===== config.mk =====
export PLATFORM = sky130hd
export DESIGN_NAME = vc_mult
export DESIGN_NICKNAME = d
export VERILOG_FILES = /design/src/rtl/vc_pkg.sv /design/src/rtl/vc_cell2.sv /design/src/rtl/vc_node.sv /design/src/rtl/vc_mult.sv
export SDC_FILE = /design/constraint.sdc
export NUM_CORES = 1
export LEC_CHECK = 0
export ABC_AREA = 1
export ABC_CLOCK_PERIOD_IN_PS = 800
export CORE_ASPECT_RATIO = 1.75
export CORE_UTILIZATION = 40
export CTS_BUF_LIST = sky130_fd_sc_hd__clkbuf_8
export CTS_CLUSTER_DIAMETER = 200
export DETAILED_ROUTE_END_ITERATION = 10
export DONT_BUFFER_PORTS = 1
export GPL_TIMING_DRIVEN = 0
export PLACE_DENSITY = 0.51
export SLEW_MARGIN = 40
export SYNTH_ARGS = -nofsm -noshare
export SYNTH_HDL_FRONTEND = slang
export SYNTH_SLANG_ARGS = --single-unit

===== constraint.sdc =====
create_clock -name clk -period 0.8 [get_ports clk]
set_input_delay 0.16 -clock clk [delete_from_list [all_inputs] [get_ports clk]]
set_output_delay 0.16 -clock clk [all_outputs]
set_load 0.01 [all_outputs]

===== src/rtl/vc_pkg.sv =====
package vc_pkg;
  // Two-bit result of a half adder: {carry, sum}
  function automatic logic [1:0] half_add(input logic x, input logic y);
    return {x & y, x ^ y};
  endfunction
endpackage


===== src/rtl/vc_cell2.sv =====
module vc_cell2
  import vc_pkg::*;
(
  input  logic [1:0] a,
  input  logic [1:0] b,
  output logic [3:0] p
);
  logic       vert_lo, cross_0, cross_1, vert_hi;
  logic [1:0] col1, col2;

  assign vert_lo = a[0] & b[0];
  assign cross_0 = a[0] & b[1];
  assign cross_1 = a[1] & b[0];
  assign vert_hi = a[1] & b[1];

  assign col1 = half_add(cross_0, cross_1);
  assign col2 = half_add(vert_hi, col1[1]);

  assign p = {col2[1], col2[0], col1[0], vert_lo};
endmodule


===== src/rtl/vc_node.sv =====
module vc_node #(
  parameter int W = 4
) (
  input  logic [W-1:0]   a,
  input  logic [W-1:0]   b,
  output logic [2*W-1:0] p
);
  generate
    if (W == 2) begin : g_leaf
      vc_cell2 u_cell (.a(a), .b(b), .p(p));
    end else begin : g_split
      localparam int H  = W / 2;
      localparam int TW = 3 * H;

      logic [W-1:0]  pp_hh, pp_lh, pp_hl, pp_ll;
      logic [TW-1:0] term_hh, term_lh, term_hl, term_carry;
      logic [TW-1:0] sum_top, sum_mid, sum_all;

      vc_node #(.W(H)) u_hh (.a(a[W-1:H]), .b(b[W-1:H]), .p(pp_hh));
      vc_node #(.W(H)) u_lh (.a(a[H-1:0]), .b(b[W-1:H]), .p(pp_lh));
      vc_node #(.W(H)) u_hl (.a(a[W-1:H]), .b(b[H-1:0]), .p(pp_hl));
      vc_node #(.W(H)) u_ll (.a(a[H-1:0]), .b(b[H-1:0]), .p(pp_ll));

      // high-by-high moves up by H places; the others are zero-padded above
      assign term_hh    = {pp_hh, {H{1'b0}}};
      assign term_lh    = {{H{1'b0}}, pp_lh};
      assign term_hl    = {{H{1'b0}}, pp_hl};
      assign term_carry = {{(TW-H){1'b0}}, pp_ll[W-1:H]};

      assign sum_top = term_hh + term_lh;
      assign sum_mid = term_hl + term_carry;
      assign sum_all = sum_top + sum_mid;

      // lowest H bits bypass every adder
      assign p = {sum_all, pp_ll[H-1:0]};
    end
  endgenerate
endmodule


===== src/rtl/vc_mult.sv =====
module vc_mult #(
  parameter int OPW     = 8,
  parameter bit REG_OUT = 1'b1
) (
  input  logic              clk,
  input  logic              rst_n,
  input  logic [OPW-1:0]    op_a,
  input  logic [OPW-1:0]    op_b,
  output logic [2*OPW-1:0]  prod
);
  localparam int PW = 2 * OPW;

  logic [PW-1:0] prod_comb;

  vc_node #(.W(OPW)) u_tree (.a(op_a), .b(op_b), .p(prod_comb));

  generate
    if (REG_OUT) begin : g_reg
      logic [PW-1:0] prod_q;
      always_ff @(posedge clk or negedge rst_n) begin
        if (!rst_n) prod_q <= '0;
        else        prod_q <= prod_comb;
      end
      assign prod = prod_q;
    end else begin : g_comb
      assign prod = prod_comb;
    end
  endgenerate
endmodule


==> impl_results.md, run 1 <==
- Post-layout min period: 4.469 ns
- Die footprint: between 8000 and 9000 um^2
- Total number of vias: 2501
- Initial antenna violation count: 0
- Util after Layout: 0.5212
- Top cells by area, synth: ha_1 (26%), fa_1 (16%), inv_1 (15%)
- CP Data Arrival Time: 4.60 ns
- Final Hold Fails: 0
- Syn-to-layout area delta: 25.21%
- GRT Util Overall: 0.1768
- Non-Filler Instances: approximately 540
- Post-synth cell types: 26
- Vias in the first global route: 2656
- Maximum vdd ir drop: about 1100 uV
- Cell count after synthesis: 430
- Largest register FFs: 16
- # port buffers: 0
- Largest net degree at the start of global routing: 17
- Initial drt markers: 44
- Root Buffer: clkbuf_8
- Share of cells above drive strength 1: 0.2137
- Post-DR vias/cell: 4.614
- Die W: approximately 70 um
- First-pass GRT wire length: 11690 um
- DP Wirelength: between 5000 and 6000 um
- CTS Buf Count: 3
- Post-Route Setup TNS: -38.60 ns
- First-pass detailed-route iteration total: 4
- Starting Density: 0.4163
- Slew headroom: 0.5154
- Worst Path Max Fanout: 5
- CP Data Required Time: ~0.93 ns
- Total chip power: 9.058 mW
- Final Max Slew Viols: 0
- Power Density: 2281 nW/um^2
- Seq/Total Area, Yosys: 0.1262
- Crit Path Category: in -> reg
- Final Setup Violations: 30
- Reg clk slew, reported paths: approximately 0.07 ns
- Clock sink total: 16
- Clk buf depth: 2
- Worst Hold Class: in -> async
- MaxCap Viol Count: 0
- Inst Count DP: 518
- Standard-cell rows: 42
- Worst slew pin tran: 0.7269 ns
- Reg area: around 400 um^2
- Fmax: 223.8 MHz
- Chip height: between 100 and 150 um
- Worst Setup Start Kind: input pin
- Synth top area share: 0.2604
- CTS tree: done
- Fin nets: roughly 570
- Violated checks: negative setup slack
- Final ANT Viol Nets: 0
- Syn_area_per_cell: around 7.4 um^2
- CORE AREA: 7620 um^2
- Placer Congestion: a little over 0.8
- # fillers: 733
- Post-DR wirelength/cell: between 10 and 15 um
- Antenna diode count: 0
- Period utilisation layout: 5.587
- Status: finished, violations left
- Flops & latches, synth: 16
- Multi-input logic area: 2539 um^2
- Final setup margin: -3.669 ns
- Syn nets: 540
- Mapped Area: 3172 um^2
- Lkg Pwr: roughly 2.5 nW
- Routed wire length: 6815 um
- Crit path capture type: flop
- CTS HTree Levels: 1
- RSZ-0062 raised after global routing: true
- I/O pin count: 34
- DRC: 0
- Syn. warnings: 0
- Overflow after GRT: 0
- Yosys top cell by area: ha_1
cells in the final DEF, fill, tap and decap left out, drive strengths merged:
| cell | instances |
|---|---|
| xnor2 | 7 |
| nand2 | 107 |
| nand4 | 1 |
| nor3 | 1 |
| nor2 | 8 |
| a21oi | 16 |
| or2 | 1 |
| xor2 | 15 |
| buf | 19 |
| a21o | 1 |
| fa | 26 |
| a31oi | 1 |
| o211ai | 1 |
| dlymetal6s4s | 1 |
| dfrtp | 16 |
| clkinv | 1 |
| o21ai | 3 |
| clkbuf | 20 |
| inv | 125 |
| nand3 | 17 |
| ha | 66 |
| a211oi | 1 |
stage by stage:
| step | cell area (um^2) | hold slack (ns) | worst slack [ns] |
|---|---|---|---|
| after floorplan | 3348 | -0.1356 | -3.667 |
| after global placement | 3458 | -0.1353 | -4.115 |
| after detailed placement | 3458 | -0.1353 | -4.097 |
| after CTS | 3906 | 0.2520 | -3.635 |
| after global routing | 3971 | 0.06055 | -3.853 |
| final | 3971 | 0.03034 | -3.669 |
timing repair:
| action | in CTS | in global routing |
|---|---|---|
| endpoints found under the setup margin | 30 | 46 |
| setup buffers | 16 | 3 |
| hold buffers | 1 | 0 |
| gates resized for setup | 56 | 12 |
| pin swaps | 27 | 31 |
| endpoints found under the hold margin | 16 | 0 |
kinds of logic after synthesis:
group / share of synthesized area
XOR/XNOR: 0.06548
adder cells (fa/ha/maj): 0.4245
buffers and inverters: 0.1680
AND/OR/NAND/NOR: 0.1740
flip-flops: 0.1262
AO/OA/AOI/OAI: 0.04182
layer usage:
layer	vias up	GRT usage	share of wire
met1	1166	0.1638	0.35
li1	1310	-	-
met5	-	0	0
met3	6	0.01343	0.010
met2	19	0.3944	0.64
met4	0	0.03316	0.0084
cell type report:
class | instances | share of cell area
plain buffers | 16 | 0.05797
clock buffers | 4 | 0.01386
inverters | 126 | 0.1204
multi-input cells | 272 | 0.6393
flip-flops and latches | 16 | 0.1008
well taps | 88 | 0.02773
repair buffers | 20 | 0.04001
worst max-delay path: stages:
cell       delay, ns
clkbuf_16       0.12
nand2_4         0.05
inv_4           0.05
ha_4            0.13
ha_4            0.13
inv_2           0.03
fa_1            0.54
inv_2           0.04
ha_4            0.16
fa_2            0.41
nand3_2         0.08
nand2_2         0.05
xor2_1          0.14
ha_1            0.31
nand2_1         0.08
nor2_1          0.05
a211oi_2        0.28
nor2_2          0.09
xor2_2          0.15
fa_1            0.49
ha_4            0.34
nand2_4         0.06
nor3_4          0.22
nor2_4          0.07
buf_4           0.13
buf_6           0.10
xnor2_1         0.11
where the power goes:
part / leakage (nW) / switching [mW] / internal (mW)
registers: 0.192 / 0.269 / 1.19
logic: 2.27 / 3.64 / 3.24
clock network: 0.0288 / 0.277 / 0.437
total: 2.49 / 4.19 / 4.87
synthesized netlist by cell type, drive strengths merged:
cell type	count
inv	125
nand2	107
ha	66
fa	26
nand3	17
a21oi	16
clkbuf	16
dfrtp	16
xor2	15
nor2	8
xnor2	7
o21ai	3
a211oi	1
a21o	1
a31oi	1
clkinv	1
nand4	1
nor3	1
o211ai	1
or2	1
path summary, 6_finish.rpt:
check	start	end	slack (ns)	depth (start not counted)
min in group clk	op_b[0]	prod[1]$_DFF_PN0_	0.26	4
max	op_b[1]	prod[11]$_DFF_PN0_	-3.67	27
min	rst_n	prod[6]$_DFF_PN0_	0.03	1
max in group asynchronous	rst_n	prod[9]$_DFF_PN0_	0.31	1
No activity file was read; power rests on OpenSTA's default activity.
==> run 2: changes to the inputs <==
--- a/config.mk
+++ b/config.mk
@@ -5,16 +5,15 @@
 export SDC_FILE = /design/constraint.sdc
 export NUM_CORES = 1
 export LEC_CHECK = 0
-export ABC_AREA = 1
 export ABC_CLOCK_PERIOD_IN_PS = 800
 export CORE_ASPECT_RATIO = 1.75
-export CORE_UTILIZATION = 40
+export CORE_UTILIZATION = 53
 export CTS_BUF_LIST = sky130_fd_sc_hd__clkbuf_8
 export CTS_CLUSTER_DIAMETER = 200
 export DETAILED_ROUTE_END_ITERATION = 10
 export DONT_BUFFER_PORTS = 1
 export GPL_TIMING_DRIVEN = 0
-export PLACE_DENSITY = 0.51
+export PLACE_DENSITY = 0.65
 export SLEW_MARGIN = 40
 export SYNTH_ARGS = -nofsm -noshare
 export SYNTH_HDL_FRONTEND = slang
==> run 2 against run 1 <==
Net effect: the run still ends with negative setup slack left; wire length is 8.4% lower; clock power is 0.7% higher; via count is 10% lower; hold slack worse by 0.0033 ns; maximum frequency is 1.3% higher; design area is 6.0% lower; first-iteration DRC count is 48% higher; sequential power hardly changed; synthesized area is 4.9% lower; synthesized cell count is 24% lower; critical path type unchanged.
==> impl_results.md, run 2 <==
- Final setup margin: -3.613 ns (+0.05671 ns)
- Critical path endpoint: prod[15]$_DFF_PN0_
- Reg clk slew, reported paths: 0.06 ns (about the same)
- CORE AREA: 5540 um^2 (-27%)
- Worst hold slack: 0.02703 ns (-0.003307 ns)
- Antenna diode count: 0 (unchanged)
- Routed wire length: 6245 um (-8.4%)
- Syn nets: 435 (-19%)
- Top-count cell post-synth: ha_1
- Vias in the first global route: 2318 (-13%)
- CTS HTree Levels: 1 (unchanged)
- Share of cells above drive strength 1: 0.2420 (+0.02833)
- Reg power frac: 0.143 (-0.018)
- Syn. warnings: 0 (unchanged)
- First-pass GRT wire length: 10180 um (-13%)
- RSZ-0062 raised after global routing: true
- P_int: 5.951 mW (+22%)
- Post-Route Setup TNS: -37.42 ns (+1.188 ns)
- Final Max Slew Viols: 0 (unchanged)
- Clock sink total: 16 (unchanged)
- Top cells by area, synth: ha_1 (27%), fa_1 (17%), dfrtp_1 (13%)
- Starting Density: 0.5445 (+0.1282)
- DRC: 0 (unchanged)
- Final Setup Violations: 30 (unchanged)
- Flops & latches, synth: 16 (unchanged)
- Slew headroom: 0.5243 (+0.008951)
- GRT Util Overall: 0.2240 (+0.04726)
- Final instance area: 3735 um^2 (-6.0%)
- Crit Path Category: in -> reg
- Ys flop type: dfrtp_1
- Worst Setup Start Kind: input pin
- Commonest cells in the netlist: ha_1 (66), and2_1 (56), inv_1 (55)
- Synth Area in XOR/XNOR: 0.06678 (+0.001294)
- Post-synthesis mux area share: 0 (unchanged)
- Most common cell after layout, fill and taps aside: and2_1
- Clk pwr share: 0.070 (-0.009)
- Placer Congestion: 0.8300 (+0.84%)
- Largest net degree at the start of global routing: 17 (unchanged)
- Post-DR vias/cell: 5.365 (+16%)
- Fin nets: 454 (-20%)
- Total number of vias: 2248 (-10%)
- Pre-CTS WS: -3.964 ns (+0.1324 ns)
- Adder-cell share of the synthesized area: 0.4463 (+0.02183)
- Post-DR wirelength/cell: 14.90 um (+19%)
- Overflow after GRT: 0 (unchanged)
- I/O pin count: 34 (unchanged)
- Lkg Pwr: 1.853 nW (-26%)
- Post-layout min period: 4.413 ns (-0.05671 ns)
- Syn_area_per_cell: 9.282 um^2 (+26%)
- Clk buf depth: 2 (unchanged)
- DP Wirelength: 4998 um (-11%)
- CP Data Required Time: 0.92 ns (about the same)
- Cell count after synthesis: 325 (-24%)
- Root Buffer: clkbuf_8
- Combinational share of power: 0.786 (+0.026)
- Synth top area share: 0.2737 (+0.01339)
- CP Data Arrival Time: 4.53 ns (-0.07 ns)
- Fmax: 226.6 MHz (+1.3%)
- Syn-to-layout area delta: 23.81%
- Initial drt markers: 65 (+48%)
- First-pass detailed-route iteration total: 4 (unchanged)
- Final ANT Viol Nets: 0 (unchanged)
- Synth Area in Simple Gates: 0.1829 (+0.008947)
- Status: finished, violations left
- Maximum vdd ir drop: 1526 uV (+38%)
- Seq/Total Area, Yosys: 0.1327 (+0.006492)
- Power Density: 2744 nW/um^2 (+20%)
- Largest family of logic cells by synthesized area: adder cells
- Yosys top cell by area: ha_1
- Non-Filler Instances: 419 (-23%)
- Initial antenna violation count: 0 (unchanged)
- Period utilisation layout: 5.516 (-0.07089)
- Crit path capture type: flop
- Final Hold Fails: 0 (unchanged)
- Area post-placement: 3313 um^2 (-4.2%)
- CTS tree: done
- CTS Buf Count: 3 (unchanged)
- Post-synthesis compound-gate area fraction: 0.1029 (+0.06105)
- MaxCap Viol Count: 0 (unchanged)
- Standard-cell rows: 36 (-14%)
- Util after Layout: 0.6741 (+0.1529)
- P_sw: 4.296 mW (+2.5%)
- EDFF count, synth: 0 (unchanged)
- Worst slew pin tran: 0.7135 ns (-0.01343 ns)
- Switching share of power: 0.4192 (-0.04345)
- Most frequent cells in the layout: and2_1 (50), inv_1 (48), ha_1 (48)
- Die W: 59.03 um (-15%)
- Worst Path Max Fanout: 8 (+3)
- Worst Hold Class: in -> async
- Violated checks: negative setup slack
- Mapped Area: 3017 um^2 (-4.9%)
- Crit path from: op_a[1]
- Chip height: 101.8 um (-15%)
- Largest register FFs: 16 (unchanged)
- Total chip power: 10.25 mW (+13%)
- Die footprint: 6010 um^2 (-28%)
- Inst Count DP: 401 (-23%)
- Post-synth cell types: 33 (+27%)
- # port buffers: 0 (unchanged)
- Ys async rst share: 1.000 (unchanged)
run 2: changes by cell type in the layout (fill, tap and decap cells not counted), sizes merged, moves of 6 or more:
cell and change:
and2 +57, a21o +7, clkbuf -16, nand2 -93, nand3 -12, inv -70, buf -6
run 2: critical path: stages:
cell and delay (ns):
and2_4 0.15, ha_4 0.26, inv_2 0.03, fa_1 0.51, inv_2 0.05, ha_4 0.16
fa_2 0.58, ha_4 0.13, inv_2 0.04, fa_2 0.42, nor2b_4 0.15, o21ai_4 0.08
a21oi_2 0.15, xor2_1 0.21, fa_1 0.48, ha_4 0.32, nand3_2 0.09, a2bb2oi_2 0.16
a2111oi_2 0.29, o2bb2ai_1 0.11
run 2: final cells by class:
class | instances | area, um^2
well taps | 76 | 95.09
inverters | 55 | 206.4
repair buffers | 14 | 130.1
flip-flops and latches | 16 | 400.4
multi-input cells | 254 | 2848
clock buffers | 4 | 55.05
fillers | 455 | 1805
run 2: power groups by stage:
stage	clock network (mW)	registers (mW)	logic [mW]
finish	0.719	1.47	8.06
global route	0.789	1.53	8.70
CTS	0.738	1.47	7.33
detailed placement	0	1.49	5.64
global placement	0	1.48	5.52
floorplan	0	1.46	4.66
run 2: worst min path at each step:
stage	depth (start not counted)	startpoint	endpoint	slack [ns]
finish	1	rst_n	prod[7]$_DFF_PN0_	0.03
global route	1	op_b[0]	prod[0]$_DFF_PN0_	0.03
CTS	1	op_b[0]	prod[0]$_DFF_PN0_	0.03
detailed placement	0	rst_n	prod[13]$_DFF_PN0_	-0.14
global placement	0	rst_n	prod[13]$_DFF_PN0_	-0.14
floorplan	0	rst_n	prod[0]$_DFF_PN0_	-0.14
run 2: routing by layer:
metal / part of all wire / vias up / global-route usage / routed length (um)
li1: - / 1100 / - / -
met2: 0.61 / 30 / 0.4502 / 3789
met5: 0 / - / 0 / 0
met1: 0.36 / 1108 / 0.2273 / 2268
met4: 0.016 / 0 / 0.06777 / 98
met3: 0.014 / 10 / 0.02937 / 88
run 2: timing repair:
| item | 4_1_cts | 5_1_grt |
|---|---|---|
| pin swaps | 18 | 32 |
| resized for setup | 24 | 17 |
| endpoints found under the setup margin | 30 | 46 |
| hold buffers | 1 | 0 |
| buffers inserted | 8 | 6 |
| endpoints found under the hold margin | 16 | 0 |
run 2: cells by family after synthesis:
logic type               count (synthesis)
buffers and inverters                   55
XOR/XNOR                                23
AND/OR/NAND/NOR                         95
AO/OA/AOI/OAI                           44
adder cells (fa/ha/maj)                 92
flip-flops                              16
